File: src/rtl/gpio_bank_pkg.sv
package gpio_bank_pkg;
   // Bytes per bank window and the offset width they imply
   localparam int BANK_BYTES = 64;
   localparam int OFF_W      = $clog2(BANK_BYTES);

   // Register offsets inside one bank window
   localparam logic [OFF_W-1:0] OFF_PEND_MSK = 6'h00;
   localparam logic [OFF_W-1:0] OFF_PEND_RAW = 6'h04;
   localparam logic [OFF_W-1:0] OFF_MASK_SET = 6'h08;
   localparam logic [OFF_W-1:0] OFF_MASK_CLR = 6'h0C;
   localparam logic [OFF_W-1:0] OFF_DIR      = 6'h10;
   localparam logic [OFF_W-1:0] OFF_DOUT     = 6'h14;
   localparam logic [OFF_W-1:0] OFF_DIN      = 6'h18;
   localparam logic [OFF_W-1:0] OFF_TRIG     = 6'h20;

   typedef enum logic [2:0] {
      ACC_NONE, ACC_PEND_CLR, ACC_MASK_SET, ACC_MASK_CLR,
      ACC_DIR, ACC_DOUT, ACC_TRIG
   } bank_wr_e;
endpackage

File: src/rtl/gpio_pin_sync.sv
module gpio_pin_sync #(
   parameter int WIDTH  = 32,
   parameter int STAGES = 2
) (
   input  logic             clk,
   input  logic             rst_n,
   input  logic [WIDTH-1:0] async_in,
   output logic [WIDTH-1:0] sync_out
);
   if (STAGES < 2 || STAGES > 4) begin : g_bad_stages
      $error("gpio_pin_sync: STAGES must be 2..4");
   end
   if (WIDTH < 1) begin : g_bad_width
      $error("gpio_pin_sync: WIDTH must be positive");
   end

   logic [WIDTH-1:0] chain_q [STAGES];

   for (genvar s = 0; s < STAGES; s++) begin : g_stage
      if (s == 0) begin : g_first
         always_ff @(posedge clk or negedge rst_n) begin
            if (!rst_n) chain_q[s] <= '0;
            else        chain_q[s] <= async_in;
         end
      end else begin : g_next
         always_ff @(posedge clk or negedge rst_n) begin
            if (!rst_n) chain_q[s] <= '0;
            else        chain_q[s] <= chain_q[s-1];
         end
      end
   end

   assign sync_out = chain_q[STAGES-1];
endmodule

File: src/rtl/gpio_trig_src.sv
module gpio_trig_src #(
   parameter int PINS = 8
) (
   input  logic            clk,
   input  logic            rst_n,
   input  logic [PINS-1:0] level,
   input  logic [PINS-1:0] lvl_mode,
   output logic [PINS-1:0] set_req
);
   logic [PINS-1:0] prev_q;

   always_ff @(posedge clk or negedge rst_n) begin
      if (!rst_n) prev_q <= '0;
      else        prev_q <= level;
   end

   for (genvar p = 0; p < PINS; p++) begin : g_pin
      always_comb begin
         if (lvl_mode[p]) set_req[p] = level[p];
         else             set_req[p] = level[p] & ~prev_q[p];
      end
   end


   edge_only_rise_chk: assert property (@(posedge clk) disable iff (!rst_n)
      ((set_req & ~lvl_mode) != '0) |-> ((level & ~$past(level) & ~lvl_mode) == (set_req & ~lvl_mode)));
endmodule

File: src/rtl/gpio_bank.sv
module gpio_bank
   import gpio_bank_pkg::*;
#(
   parameter int PINS = 8
) (
   input  logic             clk,
   input  logic             rst_n,
   input  logic             wr_en,
   input  logic [OFF_W-1:0] reg_off,
   input  logic [PINS-1:0]  wdata,
   input  logic [PINS-1:0]  pin_lvl,
   output logic [PINS-1:0]  rd_data,
   output logic [PINS-1:0]  drv_val,
   output logic [PINS-1:0]  drv_en,
   output logic [PINS-1:0]  pend_vis
);
   logic [PINS-1:0] dir_q, dout_q, mask_q, trig_q, pend_q;
   logic [PINS-1:0] set_req, clr_vec;
   bank_wr_e        acc;

   gpio_trig_src #(.PINS(PINS)) u_trig (
      .clk      (clk),
      .rst_n    (rst_n),
      .level    (pin_lvl),
      .lvl_mode (trig_q),
      .set_req  (set_req)
   );

   always_comb begin
      acc = ACC_NONE;
      if (wr_en) begin
         unique case (reg_off)
            OFF_PEND_RAW: acc = ACC_PEND_CLR;
            OFF_MASK_SET: acc = ACC_MASK_SET;
            OFF_MASK_CLR: acc = ACC_MASK_CLR;
            OFF_DIR:      acc = ACC_DIR;
            OFF_DOUT:     acc = ACC_DOUT;
            OFF_TRIG:     acc = ACC_TRIG;
            default:      acc = ACC_NONE;
         endcase
      end
   end

   assign clr_vec = (acc == ACC_PEND_CLR) ? wdata : '0;

   always_ff @(posedge clk or negedge rst_n) begin
      if (!rst_n) begin
         dir_q  <= '1;
         dout_q <= '0;
         mask_q <= '1;
         trig_q <= '0;
         pend_q <= '0;
      end else begin
         pend_q <= (pend_q & ~clr_vec) | set_req;
         case (acc)
            ACC_MASK_SET: mask_q <= mask_q | wdata;
            ACC_MASK_CLR: mask_q <= mask_q & ~wdata;
            ACC_DIR:      dir_q  <= wdata;
            ACC_DOUT:     dout_q <= wdata;
            ACC_TRIG:     trig_q <= wdata;
            default:      ;
         endcase
      end
   end

   assign pend_vis = pend_q & ~mask_q;
   assign drv_val  = dout_q;
   assign drv_en   = ~dir_q;

   always_comb begin
      unique case (reg_off)
         OFF_PEND_MSK: rd_data = pend_vis;
         OFF_PEND_RAW: rd_data = pend_q;
         OFF_MASK_SET: rd_data = mask_q;
         OFF_DIR:      rd_data = dir_q;
         OFF_DOUT:     rd_data = dout_q;
         OFF_DIN:      rd_data = pin_lvl;
         OFF_TRIG:     rd_data = trig_q;
         default:      rd_data = '0;
      endcase
   end


   pend_set_chk: assert property (@(posedge clk) disable iff (!rst_n)
      (set_req != '0) |=> ((pend_q & $past(set_req)) == $past(set_req)));


   level_hold_chk: assert property (@(posedge clk) disable iff (!rst_n)
      ((trig_q & pin_lvl) != '0) |=> ((pend_q & $past(trig_q & pin_lvl)) == $past(trig_q & pin_lvl)));


   pend_clear_chk: assert property (@(posedge clk) disable iff (!rst_n)
      (wr_en && reg_off == OFF_PEND_RAW) |=> ((pend_q & $past(wdata & ~set_req)) == '0));


   mask_set_chk: assert property (@(posedge clk) disable iff (!rst_n)
      (wr_en && reg_off == OFF_MASK_SET) |=> ((mask_q & $past(wdata)) == $past(wdata)));


   mask_clr_chk: assert property (@(posedge clk) disable iff (!rst_n)
      (wr_en && reg_off == OFF_MASK_CLR) |=> ((mask_q & $past(wdata)) == '0));


   dir_drive_chk: assert property (@(posedge clk) disable iff (!rst_n)
      (wr_en && reg_off == OFF_DIR) |=> (drv_en == ~$past(wdata)));


   ro_write_chk: assert property (@(posedge clk) disable iff (!rst_n)
      (wr_en && reg_off == OFF_PEND_MSK) |=> ($stable(mask_q) && $stable(dir_q) && $stable(dout_q) && $stable(trig_q)));
endmodule

File: src/rtl/gpio_bank_ctrl.sv
module gpio_bank_ctrl
   import gpio_bank_pkg::*;
#(
   parameter int NUM_BANKS   = 4,
   parameter int BANK_PINS   = 8,
   parameter int DATA_W      = 32,
   parameter int SYNC_STAGES = 2,
   localparam int NPINS      = NUM_BANKS * BANK_PINS,
   localparam int SEL_W      = $clog2(NUM_BANKS),
   localparam int ADDR_W     = OFF_W + SEL_W
) (
   input  logic              clk,
   input  logic              rst_n,
   input  logic [ADDR_W-1:0] bus_addr,
   input  logic              bus_wr,
   input  logic [DATA_W-1:0] bus_wdata,
   output logic [DATA_W-1:0] bus_rdata,
   input  logic [NPINS-1:0]  pin_in,
   output logic [NPINS-1:0]  pin_out,
   output logic [NPINS-1:0]  pin_oe,
   output logic              irq
);
   if (NUM_BANKS < 2 || (NUM_BANKS & (NUM_BANKS - 1)) != 0) begin : g_bad_banks
      $error("gpio_bank_ctrl: NUM_BANKS must be a power of two >= 2");
   end
   if (BANK_PINS < 1 || BANK_PINS > DATA_W) begin : g_bad_pins
      $error("gpio_bank_ctrl: BANK_PINS must fit in DATA_W");
   end

   logic [NPINS-1:0]     pin_sync;
   logic [NPINS-1:0]     pend_all;
   logic [SEL_W-1:0]     bank_sel;
   logic [OFF_W-1:0]     reg_off;
   logic [BANK_PINS-1:0] rd_arr [NUM_BANKS];

   assign bank_sel = bus_addr[ADDR_W-1 -: SEL_W];
   assign reg_off  = bus_addr[OFF_W-1:0];

   gpio_pin_sync #(.WIDTH(NPINS), .STAGES(SYNC_STAGES)) u_sync (
      .clk      (clk),
      .rst_n    (rst_n),
      .async_in (pin_in),
      .sync_out (pin_sync)
   );

   for (genvar k = 0; k < NUM_BANKS; k++) begin : g_bank
      gpio_bank #(.PINS(BANK_PINS)) u_bank (
         .clk      (clk),
         .rst_n    (rst_n),
         .wr_en    (bus_wr && (bank_sel == SEL_W'(k))),
         .reg_off  (reg_off),
         .wdata    (bus_wdata[BANK_PINS-1:0]),
         .pin_lvl  (pin_sync[k*BANK_PINS +: BANK_PINS]),
         .rd_data  (rd_arr[k]),
         .drv_val  (pin_out[k*BANK_PINS +: BANK_PINS]),
         .drv_en   (pin_oe[k*BANK_PINS +: BANK_PINS]),
         .pend_vis (pend_all[k*BANK_PINS +: BANK_PINS])
      );
   end

   assign bus_rdata = DATA_W'(rd_arr[bank_sel]);
   assign irq       = |pend_all;


   irq_source_chk: assert property (@(posedge clk) disable iff (!rst_n)
      ($rose(irq)) |-> ($past(pend_all) == '0 && pend_all != '0));
endmodule

File: config.mk
export PLATFORM = sky130hd
export DESIGN_NAME = gpio_bank_ctrl
export DESIGN_NICKNAME = d
export VERILOG_FILES = /design/src/rtl/gpio_bank_pkg.sv /design/src/rtl/gpio_pin_sync.sv /design/src/rtl/gpio_trig_src.sv /design/src/rtl/gpio_bank.sv /design/src/rtl/gpio_bank_ctrl.sv
export SDC_FILE = /design/constraint.sdc
export NUM_CORES = 1
export LEC_CHECK = 0
export CAP_MARGIN = 5
export CORE_ASPECT_RATIO = 0.8
export CORE_MARGIN = 4
export CORE_UTILIZATION = 30
export CTS_BUF_LIST = sky130_fd_sc_hd__clkbuf_4 sky130_fd_sc_hd__clkbuf_8
export DETAILED_ROUTE_END_ITERATION = 10
export DONT_BUFFER_PORTS = 1
export GPL_ROUTABILITY_DRIVEN = 0
export PLACE_DENSITY = 0.41
export SYNTH_ARGS = -nofsm -noshare
export SYNTH_HDL_FRONTEND = slang
export SYNTH_SLANG_ARGS = --single-unit
File: constraint.sdc
create_clock -name clk -period 2.7 [get_ports clk]
set_clock_uncertainty 0.15 [all_clocks]
set_input_delay 0.405 -clock clk [delete_from_list [all_inputs] [get_ports clk]]
set_output_delay 0.405 -clock clk [all_outputs]
set_load 0.005 [all_outputs]
==> summary.md, run 1 <==
| Metric | Value |
|---|---|
| Outcome | finished, violations left |
| Failing checks | hold timing, setup timing |
| Fin Setup TNS | -96.34 ps |
| Async SR Flop Fraction | 100.0% |
| Vias in the first global route | about 8.6k |
| Die height | about 180 µm |
| Largest family of logic cells by synthesized area | multiplexers |
| EDFF count, synth | 0 |
| Final wirelength | around 42 mm |
| Synth top area cells | dfrtp_1 (41%), dfstp_2 (14%), mux2_2 (8.2%) |
| Tightest Pin Transition | roughly 1200 ps |
| Cell area after layout | 14310 µm² |
| Number of I/O port buffers | 0 |
| Drt first pass iters | 5 |
| Final setup violation count | 3 |
| Sequential Area | around 6500 µm² |
| Area of the core | about 38000 µm² |
| LEAKAGE | approximately 6.5 nW |
| Unrepaired setup endpoints after global routing | yes |
| Fmax | between 0.3 and 0.4 GHz |
| Largest net degree at the start of global routing | between 200 and 300 |
| Adder-Cell Fraction of Synth Area | 0% |
| Antenna diode count | 0 |
| Compound-Gate Fraction of Synth Area | between 10% and 20% |
| Synth area leader | dfrtp_1 |
| Hold buffers post-CTS | 46 |
| Worst-path clk slew | approximately 70 ps |
| Final Util | 37.38% |
| Vias after detailed routing | ~8.4k |
| Critical path's top delay family | compound AO/OA/AOI/OAI gates |
| Die width | about 230 µm |
| Post-synth top area share | 41.28% |
| Post-Place Cells | between 1.5k and 2k |
| Maxcap violations | 0 |
| Dpl ws | -12.30 ps |
| First-iteration detailed-routing DRC count | between 500 and 600 |
| # H-tree levels | 2 |
| CTS tree | yes |
| Initial antenna violation count | 4 |
| Crit path arrival time | between 2000 and 2500 ps |
| Most common cell in the netlist | dfrtp_1 |
| Most common cell on crit path | buf_4 |
| Post-Syn Instances | between 1k and 1.5k |
| First-pass GRT wire length | 61.44 mm |
| Netlist Area Pre-Place | between 10000 and 15000 µm² |
| Synth top cells by count | dfrtp_1 (192), nand2_1 (91), mux2_2 (85) |
| Nets | between 1k and 1.5k |
| Pwr dens | 616.8 nW/µm² |
| Clock root buffer | clkbuf_8 |
| Clock buffer depth | 3 |
| Period minus WS final | 2756 ps |
| Congestion Overflow GR | 0 |
| Rel. slew slack | 19.32% |
| Min-delay worst type | in2async |
| Worst setup EP type | output port |
| Mean Syn Cell Area | 11.61 µm² |
| DRC Markers | 0 |
| Site Rows | 64 |
| DP Area | 12460 µm² |
| Synth unique cells | between 60 and 70 |
| Clock Latency Late Sink | 590 ps |
| Initial core utilization | between 30 and 40% |
| Register bit total from synthesis | between 200 and 300 |
| Area of the multi-input gates | just under 5000 µm² |
| Vias/cell | 5.093 |
| Max stage delay cell, worst path | dfstp_2 |
| WP buf/inv | 2 |
| Die ar. | 42030 µm² |
| Pins Over Slew Limit | 0 |
| # IOs | around 170 |
| Post-synthesis simple-gate area fraction | ~12% |
| WP data required | between 2000 and 2500 ps |
| Area Overhead vs Synth | 22.92% |
| VDD IR-drop max | 0.0003690 V |
| Critical path, cell by cell | nor3b_2 > a21oi_1 > o22ai_1 > a2111oi_2 > buf_4 > o32ai_2 > buf_4 |
| Pwr Total | approximately 8.8 mW |
| Mux contribution to synthesized area | approximately 14% |
| Final cell count without fillers | 1651 |
| Post-route clock period utilization | 102.1% |
| Post-DP HPWL | around 27 mm |
| Startpoint Class | flip-flop |
| Layout fillers | around 3.8k |
| Fraction of layout cells with a size suffix above 1 | 34.34% |
| Worst setup margin | -55.53 ps |
| Endpoints failing hold | 256 |
| CTS Sinks | roughly 260 |
| Sequential share of the synthesized area | 55.72% |
| Synth Area in XOR/XNOR | 0% |
| CTS Buf Count | 46 |
| Post-route ant nets | 0 |
| Gr usage total | roughly a fifth |
| Final hold slack | -619.0 ps |
| CP max FO | 4 |
| Setup CP Type | reg2out |
| CP max stage delay | around 560 ps |
| Wire length per cell | approximately 25 µm |
| Syn. warnings | 0 |
| Top FF cell, synth | dfrtp_1 |
## metal layers
layer	up-vias	track usage, %	part of all wire, %	wire length (µm)
li1	3769	-	-	-
met1	4298	28.53	48	19890
met2	265	28.68	42	17720
met3	72	5.887	7.3	3056
met4	4	5.998	2.5	1053
met5	-	0	0.065	27
## logic make-up (layout without fill, tap and decap cells)
group / count (synthesis) / after routing
AOI/OAI and AO/OA: 198 / 198
buffers and inverters: 143 / 273
DFF: 256 / 256
muxes: 148 / 148
other: 1 / 24
and+or+nand+nor: 257 / 257
## placed cells by master (no fill, tap or decap), drive strengths merged, types with 6 or more instances in the layout
cell,n
buf,85
inv,59
conb,24
nor2,33
a2111oi,10
clkinv,8
nor3,6
mux2,98
a22o,38
a22oi,8
nor4,6
nand2,92
a21oi,26
o21ai,50
mux2i,50
clkbuf,77
dfrtp,192
o22ai,20
dfstp,64
nand3,45
nand2b,48
nor3b,6
nand4,6
dlygate4sd3,43
## worst paths after layout
| kind | endpoint | from | slack (ps) | cells after the start |
|---|---|---|---|---|
| worst min-delay path | u_sync.chain_q[41]$_DFF_PN0_ | rst_n | -620 | 0 |
| min in group clk | g_bank[2].u_bank.trig_q[5]$_DFFE_PN0N_ | bus_addr[7] | 60 | 2 |
| worst min register to register | u_sync.sync_out[8]$_DFF_PN0_ | u_sync.chain_q[40]$_DFF_PN0_ | 200 | 0 |
| max in group asynchronous | g_bank[0].u_bank.drv_val[7]$_DFFE_PN0N_ | rst_n | 2530 | 0 |
| worst max register to register | g_bank[2].u_bank.pend_q[2]$_DFF_PN0_ | g_bank[2].u_bank.trig_q[2]$_DFFE_PN0N_ | 1600 | 2 |
| worst max-delay path | bus_rdata[7] | flip-flop | -60 | 7 |
## area by class of cell
| class | instances | share of cell area (%) |
|---|---|---|
| Inverter | 62 | 1.627 |
| Timing Repair Buffer | 128 | 7.993 |
| Multi-Input combinational cell | 627 | 33.86 |
| Clock inverter | 6 | 0.2274 |
| Sequential cell | 256 | 45.34 |
| Tap cell | 495 | 4.329 |
| Clock buffer | 77 | 6.620 |
## where the power goes
part           internal (mW)  leakage, nW  total [mW]  switching [mW]
clock                   2.20        0.527        3.87            1.66
combinational          0.330         2.99       0.696           0.367
sequential              4.10         2.95        4.26           0.162
## worst reg2reg max path, cell delays in order (launching register included)
cell and delay (ps):
dfrtp_1 450, nand2b_1 170, a22o_1 220
## repair_timing
item	4_1_cts	5_1_grt
setup buffers	5	3
pin swaps	19	14
gates resized for setup	54	17
setup endpoints to repair	8	9
hold endpoints to repair	448	256
No activity file was read; power rests on OpenSTA's default activity.
==> run 2: changes to the inputs <==
--- a/config.mk
+++ b/config.mk
@@ -9,3 +9,2 @@
 export CORE_ASPECT_RATIO = 0.8
-export CORE_MARGIN = 4
 export CORE_UTILIZATION = 30
==> constraint.sdc (replaced) <==
create_clock -name clk -period 2.7 [get_ports clk]
set_clock_uncertainty 0.15 [all_clocks]
set_input_delay 0.54 -clock clk [delete_from_list [all_inputs] [get_ports clk]]
set_output_delay 0.54 -clock clk [all_outputs]
set_load 0.005 [all_outputs]
==> run 2 against run 1 <==
- the flow finishes with violations (DRC, hold timing, setup timing)
- sequential share of layout area shrank 0.71 points
- register-to-register slack improved by 20 ps
- global-route usage up 2.1 points
- routed wire length rose by 1.6%
- largest cell class unchanged
- via count rose by 1.6%
- sequential power barely moved
- first-iteration DRC count rose by 22%
- fmax fell by 5.3%
- combinational power grew 0.9%
- final area increased by 1.6%
- total power increased by 1.7%
- die area shrank 5.8%
==> summary.md, run 2 (same netlist as run 1, synthesis figures left out) <==
| Metric | Value |
|---|---|
| Outcome | finished, violations left |
| Failing checks | DRC, hold timing, setup timing |
| Largest net degree at the start of global routing | roughly 260 |
| Final cell count without fillers | around 1.7k |
| Final Util | a little under two fifths |
| Worst setup EP type | output port |
| Period minus WS final | approximately 2900 ps |
| Startpoint Class | primary input |
| CTS Buf Count | 45 |
| Fin Setup TNS | -1003 ps |
| Final setup violation count | 8 |
| Pwr dens | 617.3 nW/µm² |
| Worst-path clk slew | approximately 60 ps |
| Congestion Overflow GR | 0 |
| # H-tree levels | 2 |
| Vias after detailed routing | between 8k and 9k |
| Commonest non-fill, non-tap cell in the layout | dfrtp_1 |
| Fmax | approximately 0.34 GHz |
| Maxcap violations | 0 |
| DRC Markers | 1 |
| Layout fillers | approximately 3.8k |
| Number of I/O port buffers | 0 |
| Die ar. | 39600 µm² |
| Post-DP HPWL | 27.26 mm |
| First-pass GRT wire length | 62.47 mm |
| LEAKAGE | around 6.6 nW |
| Area of the multi-input gates | about 5000 µm² |
| Min-delay worst type | in2async |
| Met1 Track Usage GR | 31.62% |
| Antenna diode count | 0 |
| Die height | 178.2 µm |
| Unrepaired setup endpoints after global routing | yes |
| Site Rows | 64 |
| CP max FO | 39 |
| Worst setup margin | -210.5 ps |
| Clock root buffer | clkbuf_8 |
| Vias in the first global route | 8650 |
| Tightest Pin Transition | roughly 1100 ps |
| First-iteration detailed-routing DRC count | 721 |
| Sequential Area | 6489 µm² |
| Busiest grt layer | met1 |
| Fraction of layout cells with a size suffix above 1 | a little over a third |
| Clock Latency Late Sink | 590 ps |
| Area of the core | between 30000 and 40000 µm² |
| Clock buffer depth | 3 |
| Post-route clock period utilization | 107.8% |
| Setup CP Type | in2out |
| Hold buffers post-CTS | 47 |
| CTS Sinks | 256 |
| VDD IR-drop max | a little over 0.0003 V |
| Post-route ant nets | 0 |
| Final wirelength | between 40 and 50 mm |
| Endpoints failing hold | 256 |
| Met3 usage | under 10% |
| Initial antenna violation count | 1 |
| Initial core utilization | between 30% and 40% |
| WP data required | 2010 ps |
| DP Area | between 10000 and 15000 µm² |
| # IOs | ~170 |
| Gr usage total | ~22% |
| Drt first pass iters | 8 |
| Wire length per cell | 25.29 µm |
| Post-Place Cells | 1541 |
| Die width | between 200 and 250 µm |
| Final hold slack | -489.8 ps |
| Crit path arrival time | around 2200 ps |
| Dpl ws | -256.5 ps |
| Global-route track usage on met2 | a little under a third |
| Pins Over Slew Limit | 0 |
| CTS tree | yes |
| Cell area after layout | roughly 15000 µm² |
| Vias/cell | between 5 and 6 |
| Nets | 1220 |
| Rel. slew slack | 27.35% |
| Pwr Total | between 8 and 9 mW |
| Area Overhead vs Synth | 24.91% |
| Most frequent cells in the layout | dfrtp_1 (190), buf_4 (104), nand2_1 (91), mux2_2 (85), dfstp_2 (64) |
-- run 2: cell type report --
cell class,instances,share of cell area (%)
Tap cell,495,4.260
Sequential cell,256,44.63
Clock inverter,8,0.5250
Multi-Input combinational cell,627,33.60
Inverter,62,1.601
Clock buffer,76,6.506
Timing Repair Buffer,153,8.881
-- run 2: where the power goes --
group / switching, mW / leakage [nW] / internal, mW
registers: 0.164 / 2.95 / 4.10
clock network: 1.70 / 0.541 / 2.31
logic: 0.362 / 3.11 / 0.341
-- run 2: metal layers --
| layer | wire (µm) | part of all wire (%) |
|---|---|---|
| met3 | 2980 | 7.0 |
| met1 | 20310 | 48 |
| met2 | 17930 | 42 |
| met5 | 72 | 0.17 |
| met4 | 1108 | 2.6 |
-- run 2: worst paths after layout --
kind                       slack (ps)                              startpoint                                       to  cells after the start
setup / recovery                 -210                             bus_addr[4]                             bus_rdata[7]                      8
hold / removal                   -490                                   rst_n             u_sync.chain_q[41]$_DFF_PN0_                      0
setup reg to reg                 1620  g_bank[2].u_bank.trig_q[2]$_DFFE_PN0N_     g_bank[2].u_bank.pend_q[2]$_DFF_PN0_                      2
hold reg to reg                   190            u_sync.chain_q[50]$_DFF_PN0_            u_sync.sync_out[18]$_DFF_PN0_                      0
max in group asynchronous        2420                                   rst_n  g_bank[0].u_bank.drv_val[7]$_DFFE_PN0N_                      0
min in group clk                   40                                  bus_wr                                flip-flop                      2
-- run 2: critical path, stage by stage --
cell and delay [ps]:
nor3b_2 280, nand2_1 230, buf_4 270, o21ai_0 250
nor3_2 120, o32ai_1 240, buf_4 160, buf_4 100
-- run 2: repair_timing --
action                     4_1_cts  5_1_grt
hold endpoints to repair       418      256
setup endpoints to repair        9        9
resized for setup               61       20
buffers inserted                 7        1
pin swaps                       19        8
cloned                           0        0
